<file path="src/rtl/tsense_conv_sched.sv">
module tsense_conv_sched #(
  parameter int SLOT_TICKS = 4,
  parameter int RATE_W     = 3,
  parameter int DATA_W     = 8
) (
  input  logic              clk,
  input  logic              rst_n,
  input  logic              tick,
  input  logic [RATE_W-1:0] rate_code,
  input  logic              stby_n,
  input  logic              cfg_stop,
  input  logic              oneshot_wr,
  output logic              adc_start,
  output logic              adc_sel,
  input  logic              adc_done,
  input  logic [DATA_W-1:0] adc_data,
  input  logic              sensor_open,
  output logic              busy,
  output logic [DATA_W-1:0] local_val,
  output logic [DATA_W-1:0] remote_val,
  output logic              local_upd,
  output logic              remote_upd,
  output logic              open_flag
);
  localparam int MAX_PER = SLOT_TICKS << ((2 ** RATE_W) - 1);
  localparam int CNT_W   = $clog2(MAX_PER + 1);
  localparam logic [RATE_W-1:0] TOP_CODE = '1;
  localparam logic [DATA_W-1:0] COLD     = DATA_W'(1) << (DATA_W - 1);

  typedef enum logic [1:0] {S_IDLE, S_LOC, S_REM} st_t;

  st_t              state;
  logic [CNT_W-1:0] cnt_q, per_q, per_next;
  logic             os_q, open_smp;

  wire run_mode = stby_n && !cfg_stop;
  wire idle     = (state == S_IDLE);
  wire abort    = !idle && (!stby_n || (cfg_stop && !os_q));
  wire run_go   = run_mode && idle && (cnt_q >= per_q);
  wire os_go    = stby_n && cfg_stop && idle && oneshot_wr;
  wire go       = run_go || os_go;

  assign per_next = CNT_W'(SLOT_TICKS) << (TOP_CODE - rate_code);
  assign busy     = !idle;
  assign adc_sel  = (state == S_REM);

  always_ff @(posedge clk) begin
    if (!rst_n) begin
      cnt_q <= '1;
      per_q <= '0;
    end else if (go) begin
      cnt_q <= '0;
      per_q <= per_next;
    end else if (!run_mode) begin
      cnt_q <= '1;
    end else if (tick && cnt_q != '1) begin
      cnt_q <= cnt_q + 1'b1;
    end
  end

  always_ff @(posedge clk) begin
    if (!rst_n) begin
      state      <= S_IDLE;
      os_q       <= 1'b0;
      open_smp   <= 1'b0;
      open_flag  <= 1'b0;
      adc_start  <= 1'b0;
      local_upd  <= 1'b0;
      remote_upd <= 1'b0;
      local_val  <= COLD;
      remote_val <= COLD;
    end else begin
      adc_start  <= 1'b0;
      local_upd  <= 1'b0;
      remote_upd <= 1'b0;
      if (abort) begin
        state <= S_IDLE;
        os_q  <= 1'b0;
      end else begin
        case (state)
          S_IDLE: if (go) begin
            state     <= S_LOC;
            adc_start <= 1'b1;
            os_q      <= os_go;
            open_smp  <= sensor_open;
          end
          S_LOC: if (adc_done) begin
            local_val <= adc_data;
            local_upd <= 1'b1;
            adc_start <= 1'b1;
            state     <= S_REM;
          end
          S_REM: if (adc_done) begin
            remote_val <= adc_data;
            remote_upd <= 1'b1;
            open_flag  <= open_smp;
            os_q       <= 1'b0;
            state      <= S_IDLE;
          end
          default: state <= S_IDLE;
        endcase
      end
    end
  end

  a_r5_pin_idles: assert property (@(posedge clk) disable iff (!rst_n)
    !stby_n |=> !busy);
  a_r2_single_strobe: assert property (@(posedge clk) disable iff (!rst_n)
    !(local_upd && remote_upd));
  a_r6_local_hold: assert property (@(posedge clk) disable iff (!rst_n)
    !$stable(local_val) |-> local_upd);
  a_r6_remote_hold: assert property (@(posedge clk) disable iff (!rst_n)
    !$stable(remote_val) |-> remote_upd);
  a_r10_start_busy: assert property (@(posedge clk) disable iff (!rst_n)
    adc_start |-> busy);
  a_r10_remote_done_idle: assert property (@(posedge clk) disable iff (!rst_n)
    remote_upd |-> !busy);
endmodule

</file>
<file path="config.mk">
export PLATFORM = sky130hd
export DESIGN_NAME = tsense_conv_sched
export DESIGN_NICKNAME = d
export VERILOG_FILES = /design/src/rtl/tsense_conv_sched.sv
export SDC_FILE = /design/constraint.sdc
export NUM_CORES = 1
export LEC_CHECK = 0
export BUFFER_PORTS_ARGS = -buffer_cell sky130_fd_sc_hd__buf_2
export CORE_MARGIN = 3
export CORE_UTILIZATION = 30
export DETAILED_ROUTE_END_ITERATION = 7
export GPL_TIMING_DRIVEN = 0
export SLEW_MARGIN = 20
export SYNTH_ARGS = -nofsm -noshare
export SYNTH_HDL_FRONTEND = slang
export SYNTH_SLANG_ARGS = --single-unit
export TNS_END_PERCENT = 10
</file>
<file path="constraint.sdc">
create_clock -name clk -period 2.2 [get_ports clk]
set_input_delay 0.33 -clock clk [delete_from_list [all_inputs] [get_ports clk]]
set_output_delay 0.33 -clock clk [all_outputs]
set_load 0.1 [all_outputs]
</file>
Yosys cells after proc, flatten, opt, wreduce, memory -nomap -nowiden:

Index checks and enable logic that the tools add are counted.

* register bits after elaboration: 44
* input bits: 19
* output and inout bits: 22

* $add $sub $neg: 2
* magnitude comparators: 1
* equal/unequal tests: 7
* shift-type cells: 1
* mux-type cells: 13
* bitwise gates (word level): 4
* reductions and logical operators: 25

Operator list (count)
* 10-bit 2-to-1 mux: 3
* 3-bit AND reduction: 5
* 10-bit by 1-bit adder with 10-bit output (second input constant): 1
* 10-bit >= comparator: 1
* 10-bit inequality test (second input constant): 1
* 3-bit by 3-bit left shift with 10-bit output (first input constant): 1
* 1-bit logical AND: 9
* 2-bit 2-to-1 mux: 3
* 2-bit one-hot mux with 3 select lines: 1
* 3-bit OR reduction: 2
* 1-bit logical NOT: 4
* 1-bit 2-to-1 mux: 4
* 2-bit by 1-bit inequality test with 1-bit output (second input constant): 2
* 1-bit inverter: 4
* 1-bit one-hot mux with 2 select lines: 2
* 3-bit by 1-bit inequality test with 1-bit output (second input constant): 1
* 3-bit subtractor (first input constant): 1
* 2-bit by 1-bit == test with 1-bit output (second input constant): 1
* 2-bit == test (second input constant): 1
* 2-bit logical NOT: 1
* 1-bit logical OR: 2
* 2-bit inequality test (second input constant): 1
* 2-bit nonzero test: 1
* 2-bit OR reduction: 1

Longest topological paths before layout:

Gate-level depths: netlist of run 1.

* word-level depth: 7
* mapped depth: 7
* gate-level depth less buffers: 7

Least setup slack after synthesis of run 1:

Ideal clock, no wire load.

* kind: reg-to-reg
* start point: register state[1]
* end point: register remote_val[7]
* arrival time: 1.844 ns
* setup slack: 0.231 ns
* stages on the path, launching flop included: 6
* period minus slack after synthesis: 1.969 ns
* path through: dfxtp_1 -> and2b_1 -> nand3_1 -> buf_6 -> mux2i_1 -> nand2_1

* elaborated cells on any way between the ends: 6
* classes of those cells: 1 x eq/ne; 1 x bitwise; 4 x reduce/logical

RTL lines
* from (decl): RTL line 32 `st_t state;`
* from (signal assigned): RTL line 63 `state <= S_IDLE;`
* from (signal assigned): RTL line 77 `state <= S_IDLE;`
* from (signal assigned): RTL line 82 `state <= S_LOC;`
* 2-bit == test
* net adc_sel: RTL line 14 `output logic adc_sel,`
* 3-bit AND reduction (no source line)
* to (signal assigned): RTL line 94 `remote_val <= adc_data;`
* to (decl): RTL line 20 `output logic [DATA_W-1:0] remote_val,`

The timed path passes the listed nets, and every way through them passes these cells.
A chain may end at the register's enable or synchronous reset.

Worst setup path in the final report of run 1:

* start point: register cnt_q[3]
* end point: register cnt_q[7]

* longest elaborated chain between the ends: 4
* elaborated cells on any way between the ends: 10
* classes of those cells: 1 x add/sub; 1 x order compare; 2 x eq/ne; 3 x mux; 3 x reduce/logical

RTL lines
* from (decl): RTL line 33 `logic [CNT_W-1:0] cnt_q, per_q, per_next;`
* from (signal assigned): RTL line 57 `cnt_q <= cnt_q + 1'b1;`
* 10-bit by 1-bit adder with 10-bit output / 10-bit >= comparator (equally long branches): RTL line 57, 39
* 10-bit 2-to-1 mux / 1-bit logical AND (equally long branches): RTL line 56, 39
* 10-bit 2-to-1 mux / 1-bit logical OR (equally long branches): RTL line 54, 41
* 10-bit 2-to-1 mux / 3-bit by 1-bit inequality test with 1-bit output (equally long branches)

Parallel ways exist; a longest one is shown, timed or not. The select of a mux whose other input is x is not followed.

==> results.md, run 1 <==
- TNS Setup: 0 ns
- Synth Area per Inst: 8.994 um^2
- Crit path cell chain: ha_1 > a31oi_1 > o221ai_1 > a22oi_2 > nand2_4 > o21ai_0
- Root buf cell: clkbuf_8
- I/O pin count: 41
- Count of input and output buffers: 38
- GP Congestion: 0.7666
- Sequential area share after synthesis: 0.3995
- Synth Area in Simple Gates: 0.2265
- Yosys reg bits: 42
- Post-CTS sizing: 0
- Synthesized area: 2105 um^2
- Tightest Hold Check Type: in2reg
- Post-synth EDFFs: 0
- Fin util: 0.3881
- Fin crit period: 1.873 ns
- GRT Util Overall: 0.1194
- FF-to-FF path depth: 6
- Vias in the first global route: 1769
- Unrepaired setup endpoints after global routing: no
- Routed Antenna Nets: 0
- First-pass GRT wire length: 8.190 mm
- Least-Margin Pin Slew: 0.5929 ns
- Post-Syn Instances: 234
- Commonest non-fill, non-tap cell in the layout: dfxtp_1
- Adder-cell area share of the yosys netlist: 0.05945
- Slowest CP cell: dfxtp_1
- Largest net degree at the start of global routing: 15
- CTS tree: yes
- Worst setup EP type: register
- Worst Path Buf+Inv: 0
- Initial Utilization: 0.3204
- Worst Setup Start Kind: register
- Drt pass-1 iters: 4
- Sw frac: 0.2868
- Avg WL per Cell: 12.29 um
- Status: completed
- CTS HTree Levels: 2
- Pre-CTS setup slack: 0.3352 ns
- Vias: 1789
- Detailed router's first-iteration violation count: 73
- Slew HR: 0.6005
- Die Footprint: 8056 um^2
- Slowest cell delay on critical path: 0.44 ns
- Setup WS post-layout: 0.3267 ns
- CTS sink cnt: 42
- Worst EP required: 2.42 ns
- Area grow syn2layout: 21.11%
- # diodes: 0
- Crit-path max FO: 10
- Share of layout cells above drive strength 1: 0.2179
- Max Clk Rate: 0.5338 GHz
- HPWL after DPL: 3.417 mm
- Power per cell area: 754.8 nW/um^2
- Worst hold path cell count: 3
- Sequential power share: 0.432
- Reg-to-Reg End: cnt_q[7]
- Die H: 89.76 um
- Clock network power share: 0.383
- Reg2Reg Setup Slack: 0.33 ns
- Worst VDD drop: 0.3610 mV
- Critical Path AT: 2.10 ns
- Hold EP: remote_val[7]
- Cts bufs inserted: 5
- Crit-path leading delay family: compound AO/OA/AOI/OAI gates
- Combinational fraction of design power: 0.185
- Final WL: 4.586 mm
- Clock skew: 0.008961 ns
- Max Cap Violations: 0
- Commonest cells after routing, fill and taps aside: 42 x dfxtp_1, 38 x buf_2, 27 x nor2_1, 24 x mux2i_1, 17 x inv_1
- Unique masters post-synth: 48
- Total core area: 6568 um^2
- Post-synth top flop: dfxtp_1
- Die width: 89.76 um
- Yosys warnings: 0
- Synth Area in XOR/XNOR: 0.008323
- Remaining DRCs: 0
- Combinational family with the most area after synthesis: simple AND/OR/NAND/NOR gates
- Mux contribution to synthesized area: 0.1141
- Worst-skew pair later-pin latency: 0.30 ns
- Final Hold Vio Count: 0
- Post-Syn Nets: 263
- CTS max path bufs: 2
- Hold Crit Start: adc_data[7]
- Fin nets: 308
- Cell-internal power: 1.372 mW
- Tcrit/Tclk final: 0.8515
- Reg-to-reg critical path startpoint: cnt_q[3]
- Leakage power of the design: 1.196 nW
- Slew Limit Fails: 0
- Critical path type: reg2reg
- Synth Area in Compound Gates: 0.1439
- Grt ovf: 0
- Initial antenna violation count: 0
- P_sw: 0.5518 mW
- Setup Viol. Count Final: 0
- Asr flop ratio synth: 0
- # rows: 29
- Clock Pin Slew Worst Setup and Hold Paths: 0.09 ns
- Via/cell ratio: 4.796
- Post-CTS setup repair buffer count: 0
- Hold_buf cts: 0
[sequential cells by signal, indices dropped and copies added (netlist names)]
name,flops
cnt_q,10
local_val,8
per_q,8
remote_val,8
state,2
adc_start,1
local_upd,1
open_flag,1
open_smp,1
os_q,1
remote_upd,1
[stage by stage]
step	hold WS (ns)	power, mW	cell area, um^2	instances
after floorplan	0.4381	1.118	2105	234
after global placement	0.4498	1.199	2411	365
after detailed placement	0.4569	1.204	2411	365
after CTS	0.2413	1.951	2549	373
after global routing	0.2756	2.025	2549	373
final	0.2538	1.924	2549	373
[power groups by stage]
stage          Combinational [mW]  Sequential [mW]  Clock (mW)
2_1_floorplan               0.243            0.875           0
4_1_cts                     0.357            0.831       0.762
3_3_place_gp                0.350            0.848           0
3_5_place_dp                0.356            0.849           0
5_1_grt                     0.400            0.837       0.788
6_report                    0.355            0.832       0.737
[tightest hold or removal path, stage by stage]
cell and delay [ns]:
buf_2 0.09, mux2i_1 0.06, nand2_1 0.05
[layer usage]
layer	global-route usage	share of wire	vias up	wire length (um)
li1	-	-	916	-
met1	0.1538	0.47	824	2162
met2	0.1930	0.45	42	2067
met3	0.03673	0.065	7	297
met4	0.03448	0.013	0	58
met5	0	0	-	0
[how the worst max path moves through the flow]
| stage | startpoint | endpoint | slack (ns) | cells past startpoint |
|---|---|---|---|---|
| floorplan | state[1] | remote_val[7] | 0.23 | 5 |
| global placement | cnt_q[3] | cnt_q[4] | 0.36 | 6 |
| detailed placement | cnt_q[3] | cnt_q[7] | 0.34 | 6 |
| CTS | cnt_q[3] | cnt_q[7] | 0.33 | 6 |
| global route | cnt_q[3] | cnt_q[2] | 0.04 | 6 |
| finish | cnt_q[3] | cnt_q[7] | 0.33 | 6 |
[Yosys cell counts, types with 2 or more instances]
| cell type | instances | share of area |
|---|---|---|
| a21o_1 | 2 | 0.0071 |
| a21oi_1 | 13 | 0.031 |
| a31oi_1 | 2 | 0.0059 |
| clkbuf_1 | 6 | 0.011 |
| dfxtp_1 | 42 | 0.40 |
| ha_1 | 10 | 0.059 |
| inv_1 | 17 | 0.030 |
| mux2i_1 | 24 | 0.11 |
| nand2_1 | 16 | 0.029 |
| nand3_1 | 12 | 0.029 |
| nand4_1 | 6 | 0.018 |
| nand4b_1 | 3 | 0.012 |
| nor2_1 | 27 | 0.048 |
| nor3_1 | 6 | 0.014 |
| o211ai_1 | 2 | 0.0071 |
| o21ai_0 | 10 | 0.024 |
| o21ai_1 | 5 | 0.012 |
[cell families after synthesis]
group	count (synthesis)
flip-flops	42
buffers and inverters	25
AND/OR/NAND/NOR	85
AO/OA/AOI/OAI	46
XOR/XNOR	2
multiplexers	24
adder cells (fa/ha/maj)	10
[area by class of cell]
cell class,instances,area [um^2]
well taps,93,116.4
clock buffers,5,68.82
flip-flops and latches,42,840.8
repair buffers,38,190.2
inverters,17,63.81
multi-input cells,167,1162
plain buffers,8,37.54
clock inverters,3,68.82
fillers,680,4019
Power figures use the tool's default switching activity.
==> inputs of run 2 (changes only) <==
--- a/config.mk
+++ b/config.mk
@@ -5,10 +5,10 @@
 export SDC_FILE = /design/constraint.sdc
 export NUM_CORES = 1
 export LEC_CHECK = 0
-export BUFFER_PORTS_ARGS = -buffer_cell sky130_fd_sc_hd__buf_2
 export CORE_MARGIN = 3
 export CORE_UTILIZATION = 30
 export DETAILED_ROUTE_END_ITERATION = 7
+export DONT_BUFFER_PORTS = 1
 export GPL_TIMING_DRIVEN = 0
 export SLEW_MARGIN = 20
 export SYNTH_ARGS = -nofsm -noshare
==> run 2 against run 1 <==
Sequential power rose by 4.3%; fmax fell by 6.5%; register-to-register slack got worse by 0.13 ns; count of clock-buffer cells in the layout did not move; sequential share of layout area rose by 3.0 points; via count fell by 8.7%; critical path type unchanged.
==> results.md, run 2 (synthesis results as in run 1) <==
- Commonest cells after routing, fill and taps aside: 42 x dfxtp_1, 27 x nor2_1, 24 x mux2i_1, 17 x inv_1, 16 x nand2_1
- CTS HTree Levels: 2 (unchanged)
- Design Area, Final: 2336 um^2 (-8.3%)
- Fin cells: 335 (-10%)
- Initial antenna violation count: 0 (unchanged)
- Remaining DRCs: 0 (unchanged)
- Sequential power share: 0.489 (+0.057)
- Fin nets: 270 (-12%)
- Drt pass-1 iters: 4 (unchanged)
- CTS tree: yes
- Post-CTS setup repair buffer count: 0 (unchanged)
- Largest Register: cnt_q
- Cell-internal power: 1.240 mW (-9.6%)
- Setup Viol. Count Final: 0 (unchanged)
- Reg2Reg Setup Slack: 0.20 ns (-0.13 ns)
- Commonest non-fill, non-tap cell in the layout: dfxtp_1
- Total core area: 6568 um^2 (unchanged)
- Max Cap Violations: 0 (unchanged)
- Final Hold Vio Count: 0 (unchanged)
- Setup crit end: per_q[6]
- Share of layout cells above drive strength 1: 0.09917 (-0.1187)
- Tcrit/Tclk final: 0.9112 (+0.05968)
- Worst-skew pair later-pin latency: 0.29 ns (about the same)
- HPWL after DPL: 3.313 mm (-3.1%)
- CTS max path bufs: 2 (unchanged)
- Max Clk Rate: 0.4988 GHz (-6.5%)
- Grt ovf: 0 (unchanged)
- Slew Limit Fails: 0 (unchanged)
- Final WL: 4.455 mm (-2.9%)
- Final Power: 1.776 mW (-7.7%)
- Post-DP Area: 2221 um^2 (-7.9%)
- Reg-to-Reg End: per_q[6]
- Critical path type: reg2reg
- Max reg flops: 10 (unchanged)
- # diodes: 0 (unchanged)
- Setup WS post-layout: 0.1953 ns (-0.1313 ns)
- Unrepaired setup endpoints after global routing: no
- Vias: 1633 (-8.7%)
- Initial Utilization: 0.3204 (unchanged)
- Combinational fraction of design power: 0.161 (-0.024)
- Hold_ws: 0.1604 ns (-0.09336 ns)
- Fin crit period: 2.005 ns (+0.1313 ns)
- Slew HR: 0.3356 (-0.2649)
- Crit-path max FO: 8 (-2)
- GP Congestion: 0.7752 (+1.1%)
- Avg WL per Cell: 13.30 um (+8.2%)
- Worst VDD drop: 0.3621 mV (+0.32%)
- Critical Path AT: 2.24 ns (+0.14 ns)
- Fin util: 0.3557 (-0.03239)
- Sw frac: 0.3019 (+0.01512)
- Cts bufs inserted: 5 (unchanged)
- Largest net degree at the start of global routing: 15 (unchanged)
- Root buf cell: clkbuf_8
- Clock network power share: 0.350 (-0.033)
- First-pass GRT wire length: 7.721 mm (-5.7%)
- Status: completed
- Clock Pin Slew Worst Setup and Hold Paths: 0.09 ns (about the same)
- Die H: 89.76 um (unchanged)
- GRT Util Overall: 0.1144 (-0.005068)
- Die Footprint: 8056 um^2 (unchanged)
- Least-Margin Pin Slew: 0.9952 ns (+0.4023 ns)
- Vias in the first global route: 1624 (-8.2%)
- Tightest Hold Check Type: in2reg
- Leakage power of the design: 0.9995 nW (-16%)
- Clock skew: 0.006168 ns (-0.002793 ns)
- Power per cell area: 760.3 nW/um^2 (+0.72%)
- Routed Antenna Nets: 0 (unchanged)
- Area grow syn2layout: 11.00%
- Detailed router's first-iteration violation count: 69 (-5.5%)
- Die width: 89.76 um (unchanged)
- Via/cell ratio: 4.875 (+1.6%)
- Worst Setup Start Kind: register
- Count of input and output buffers: 0 (-100%)
- Worst EP required: 2.43 ns (about the same)
- # rows: 29 (unchanged)
- Worst setup EP type: register
- FF-to-FF path depth: 5 (-1)
- P_sw: 0.5363 mW (-2.8%)
- Critical path origin: state[1]
- Hold_buf cts: 0 (unchanged)
- I/O pin count: 41 (unchanged)
- Reg-to-reg critical path startpoint: state[1]
- Dpl cells: 327 (-10%)
- CTS sink cnt: 42 (unchanged)
- Pre-CTS setup slack: 0.06990 ns (-0.2653 ns)
- TNS Setup: 0 ns (unchanged)
run 2: changes by cell type in the layout (fill, tap and decap cells not counted):
cell        previous run  this run
and2b_2                0         1
buf_2                 38         0
clkinv_4               1         0
and2b_1                1         0
bufinv_16              2         1
clkinvlp_4             0         2
run 2: worst min-delay path by stage:
stage               cells past startpoint         from            end  slack [ns]
CTS                                     2  adc_data[7]  remote_val[7]        0.15
detailed placement                      2     per_q[4]       per_q[4]        0.45
finish                                  2  adc_data[7]  remote_val[7]        0.16
global placement                        2     per_q[4]       per_q[4]        0.45
floorplan                               2     per_q[4]       per_q[4]        0.44
global route                            2  adc_data[7]  remote_val[7]        0.15
run 2: metal layers:
metal  part of all wire  track usage  up-vias
li1                   -            -      843
met1               0.47       0.1395      748
met2               0.45       0.1848       37
met3              0.077      0.04674        5
met4             0.0097      0.03448        0
met5                  0            0        -
run 2: worst max-delay path: stages, from the launching register on:
cell,delay [ns]
dfxtp_1,0.54
nor2_1,0.13
inv_1,0.69
nor2_4,0.15
nor2_8,0.24
mux2i_1,0.19
run 2: area by class of cell:
class                      instances  area [um^2]
fill                             680         4232
multi-input combinational        167         1164
sequential                        42        840.8
tap                               93        116.4
clock buffer                       5        68.82
inverter                          17        63.81
clock inverter                     3        45.04
buffer                             8        37.54
run 2: power by group through the flow:
stage | sequential [mW] | clock, mW | combinational [mW]
floorplan | 0.875 | 0 | 0.243
global placement | 0.885 | 0 | 0.284
detailed placement | 0.886 | 0 | 0.287
CTS | 0.869 | 0.638 | 0.289
global route | 0.874 | 0.660 | 0.327
finish | 0.868 | 0.622 | 0.286
run 2: repair_timing:
action / 4_1_cts / 5_1_grt
hold endpoints to repair: 0 / 0
resized for setup: 0 / 1
endpoints found under the setup margin: 0 / 5
==> inputs of run 3 (changes only) <==
--- a/config.mk
+++ b/config.mk
@@ -5,11 +5,14 @@
 export SDC_FILE = /design/constraint.sdc
 export NUM_CORES = 1
 export LEC_CHECK = 0
+export CELL_PAD_IN_SITES_DETAIL_PLACEMENT = 0
+export CELL_PAD_IN_SITES_GLOBAL_PLACEMENT = 2
 export CORE_MARGIN = 3
 export CORE_UTILIZATION = 30
 export DETAILED_ROUTE_END_ITERATION = 7
 export DONT_BUFFER_PORTS = 1
 export GPL_TIMING_DRIVEN = 0
+export PLACE_DENSITY_LB_ADDON = 0.1
 export SLEW_MARGIN = 20
 export SYNTH_ARGS = -nofsm -noshare
 export SYNTH_HDL_FRONTEND = slang
==> run 3 against run 2 <==
Sequential power about the same; combinational power rose by 3%; flip-flop and latch count unchanged; setup slack gained 0.0026 ns.
==> results.md, run 3 (synthesis results as in run 1) <==
- Status: completed
- Grt ovf: 0 (unchanged)
- # diodes: 0 (unchanged)
- CTS max path bufs: 2 (unchanged)
- Post-DP Area: 2221 um^2 (unchanged)
- Slew Limit Fails: 0 (unchanged)
- Via/cell ratio: 4.860 (-0.31%)
- Worst-skew pair later-pin latency: 0.30 ns (about the same)
- Initial Utilization: 0.3204 (unchanged)
- Tcrit/Tclk final: 0.9100 (-0.001165)
- Largest net degree at the start of global routing: 17 (+2)
- Area grow syn2layout: 10.23%
- Design Area, Final: 2320 um^2 (-0.70%)
- CTS tree: yes
- Leakage power of the design: 0.9998 nW (about the same)
- Share of layout cells above drive strength 1: 0.09917 (unchanged)
- CTS HTree Levels: 2 (unchanged)
- Clock network power share: 0.320 (-0.030)
- Unrepaired setup endpoints after global routing: no
- Worst VDD drop: 0.3584 mV (-1.0%)
- Power per cell area: 736.0 nW/um^2 (-3.2%)
- Critical path type: reg2reg
- Max Cap Violations: 0 (unchanged)
- Slew HR: 0.3380 (+0.002419)
- Clock skew: 0.005591 ns (-0.0005770 ns)
- P_sw: 0.5671 mW (+5.8%)
- Detailed router's first-iteration violation count: 47 (-32%)
- Commonest non-fill, non-tap cell in the layout: dfxtp_1
- # fillers: 703 (+3.4%)
- Avg WL per Cell: 14.27 um (+7.3%)
- Initial antenna violation count: 0 (unchanged)
- Largest Register: cnt_q
- First-pass GRT wire length: 8.369 mm (+8.4%)
- Sequential power share: 0.508 (+0.019)
- Die Footprint: 8056 um^2 (unchanged)
- Setup Viol. Count Final: 0 (unchanged)
- Final WL: 4.781 mm (+7.3%)
- Crit path cell chain: nor2_1 > inv_1 > nor2_4 > nor2_8 > mux2i_1
- Worst setup EP type: register
- Clock Pin Slew Worst Setup and Hold Paths: 0.09 ns (about the same)
- Sw frac: 0.3322 (+0.03023)
- Root buf cell: clkbuf_8
- Total core area: 6568 um^2 (unchanged)
- Cell-internal power: 1.140 mW (-8.0%)
- Drt pass-1 iters: 5 (+1)
- Cts bufs inserted: 5 (unchanged)
- # rows: 29 (unchanged)
- Critical Path AT: 2.23 ns (about the same)
- Least-Margin Pin Slew: 0.9916 ns (-0.003624 ns)
- Die width: 89.76 um (unchanged)
- Die H: 89.76 um (unchanged)
- Vias: 1628 (-0.31%)
- GP Congestion: 0.7444 (-4.0%)
- HPWL after DPL: 3.657 mm (+10%)
- Remaining DRCs: 0 (unchanged)
- CTS sink cnt: 42 (unchanged)
- Max reg flops: 10 (unchanged)
- Final Hold Vio Count: 0 (unchanged)
- I/O pin count: 41 (unchanged)
- Combinational fraction of design power: 0.172 (+0.011)
- Max Clk Rate: 0.4995 GHz (+0.13%)
- Worst Setup Start Kind: register
- Fin crit period: 2.002 ns (-0.002564 ns)
- Routed Antenna Nets: 0 (unchanged)
- Commonest cells after routing, fill and taps aside: 42 x dfxtp_1, 27 x nor2_1, 24 x mux2i_1, 17 x inv_1, 16 x nand2_1
- GRT Util Overall: 0.1272 (+0.01282)
- Tightest Hold Check Type: in2reg
- Worst EP required: 2.43 ns (about the same)
- Slowest cell delay on critical path: 0.68 ns (about the same)
- Fin nets: 270 (unchanged)
- Fin util: 0.3532 (-0.002477)
- Slowest CP cell: inv_1
- Vias in the first global route: 1638 (+0.86%)
- Count of input and output buffers: 0 (unchanged)
- TNS Setup: 0 ns (unchanged)
- Crit-path max FO: 8 (unchanged)
[run 3: cell types whose count changed in the layout (fill, tap and decap cells not counted), sizes merged]
cell,before,now
clkinv,0,1
inv,17,19
clkinvlp,2,0
bufinv,1,0
[run 3: final cells by class]
type / instances / area [um^2] / share of cell area
clock inverters: 3 / 28.78 / 0.01241
well taps: 93 / 116.4 / 0.05016
flip-flops and latches: 42 / 840.8 / 0.3625
multi-input cells: 167 / 1164 / 0.5016
clock buffers: 5 / 68.82 / 0.02967
inverters: 17 / 63.81 / 0.02751
plain buffers: 8 / 37.54 / 0.01618
[run 3: power groups by stage]
stage / logic, mW / clock network, mW / registers (mW)
after global routing: 0.335 / 0.615 / 0.876
after CTS: 0.297 / 0.569 / 0.869
after floorplan: 0.243 / 0 / 0.875
final: 0.294 / 0.546 / 0.867
after global placement: 0.296 / 0 / 0.887
after detailed placement: 0.296 / 0 / 0.886
[run 3: critical path: cells and delay by family (launching register included)]
kind	cells	cell delay [ns]
flops	1	0.54
mux	1	0.20
simple gates	3	0.50
buf+inv	1	0.68
[run 3: path summary, 6_finish.rpt]
kind,startpoint,end,slack [ns],cells past startpoint
worst max-delay path,state[1],per_q[3],0.20,5
worst min register to register,per_q[6],per_q[6],0.46,2
worst min-delay path,adc_data[7],local_val[7],0.15,2
worst max register to register,state[1],per_q[3],0.20,5
[run 3: metrics by stage]
step / power [mW] / std cells / hold slack [ns] / setup WS (ns)
2_1_floorplan: 1.118 / 234 / 0.4381 / 0.2305
3_3_place_gp: 1.183 / 327 / 0.4503 / 0.03621
3_5_place_dp: 1.183 / 327 / 0.4565 / 0.04761
4_1_cts: 1.736 / 335 / 0.1386 / 0.03493
5_1_grt: 1.826 / 335 / 0.1414 / 0.03495
6_report: 1.707 / 335 / 0.1540 / 0.1979
[run 3: metal layers]
metal | track usage | part of all wire | vias to the layer above
met4 | 0.03831 | 0.011 | 0
met3 | 0.04508 | 0.067 | 4
met1 | 0.1692 | 0.48 | 746
met5 | 0 | 0 | -
met2 | 0.1936 | 0.45 | 36
li1 | - | - | 842
[run 3: repair_timing]
action	4_1_cts	5_1_grt
resized for setup	0	1
endpoints found under the setup margin	0	9
hold buffers	0	0
setup buffers	0	0
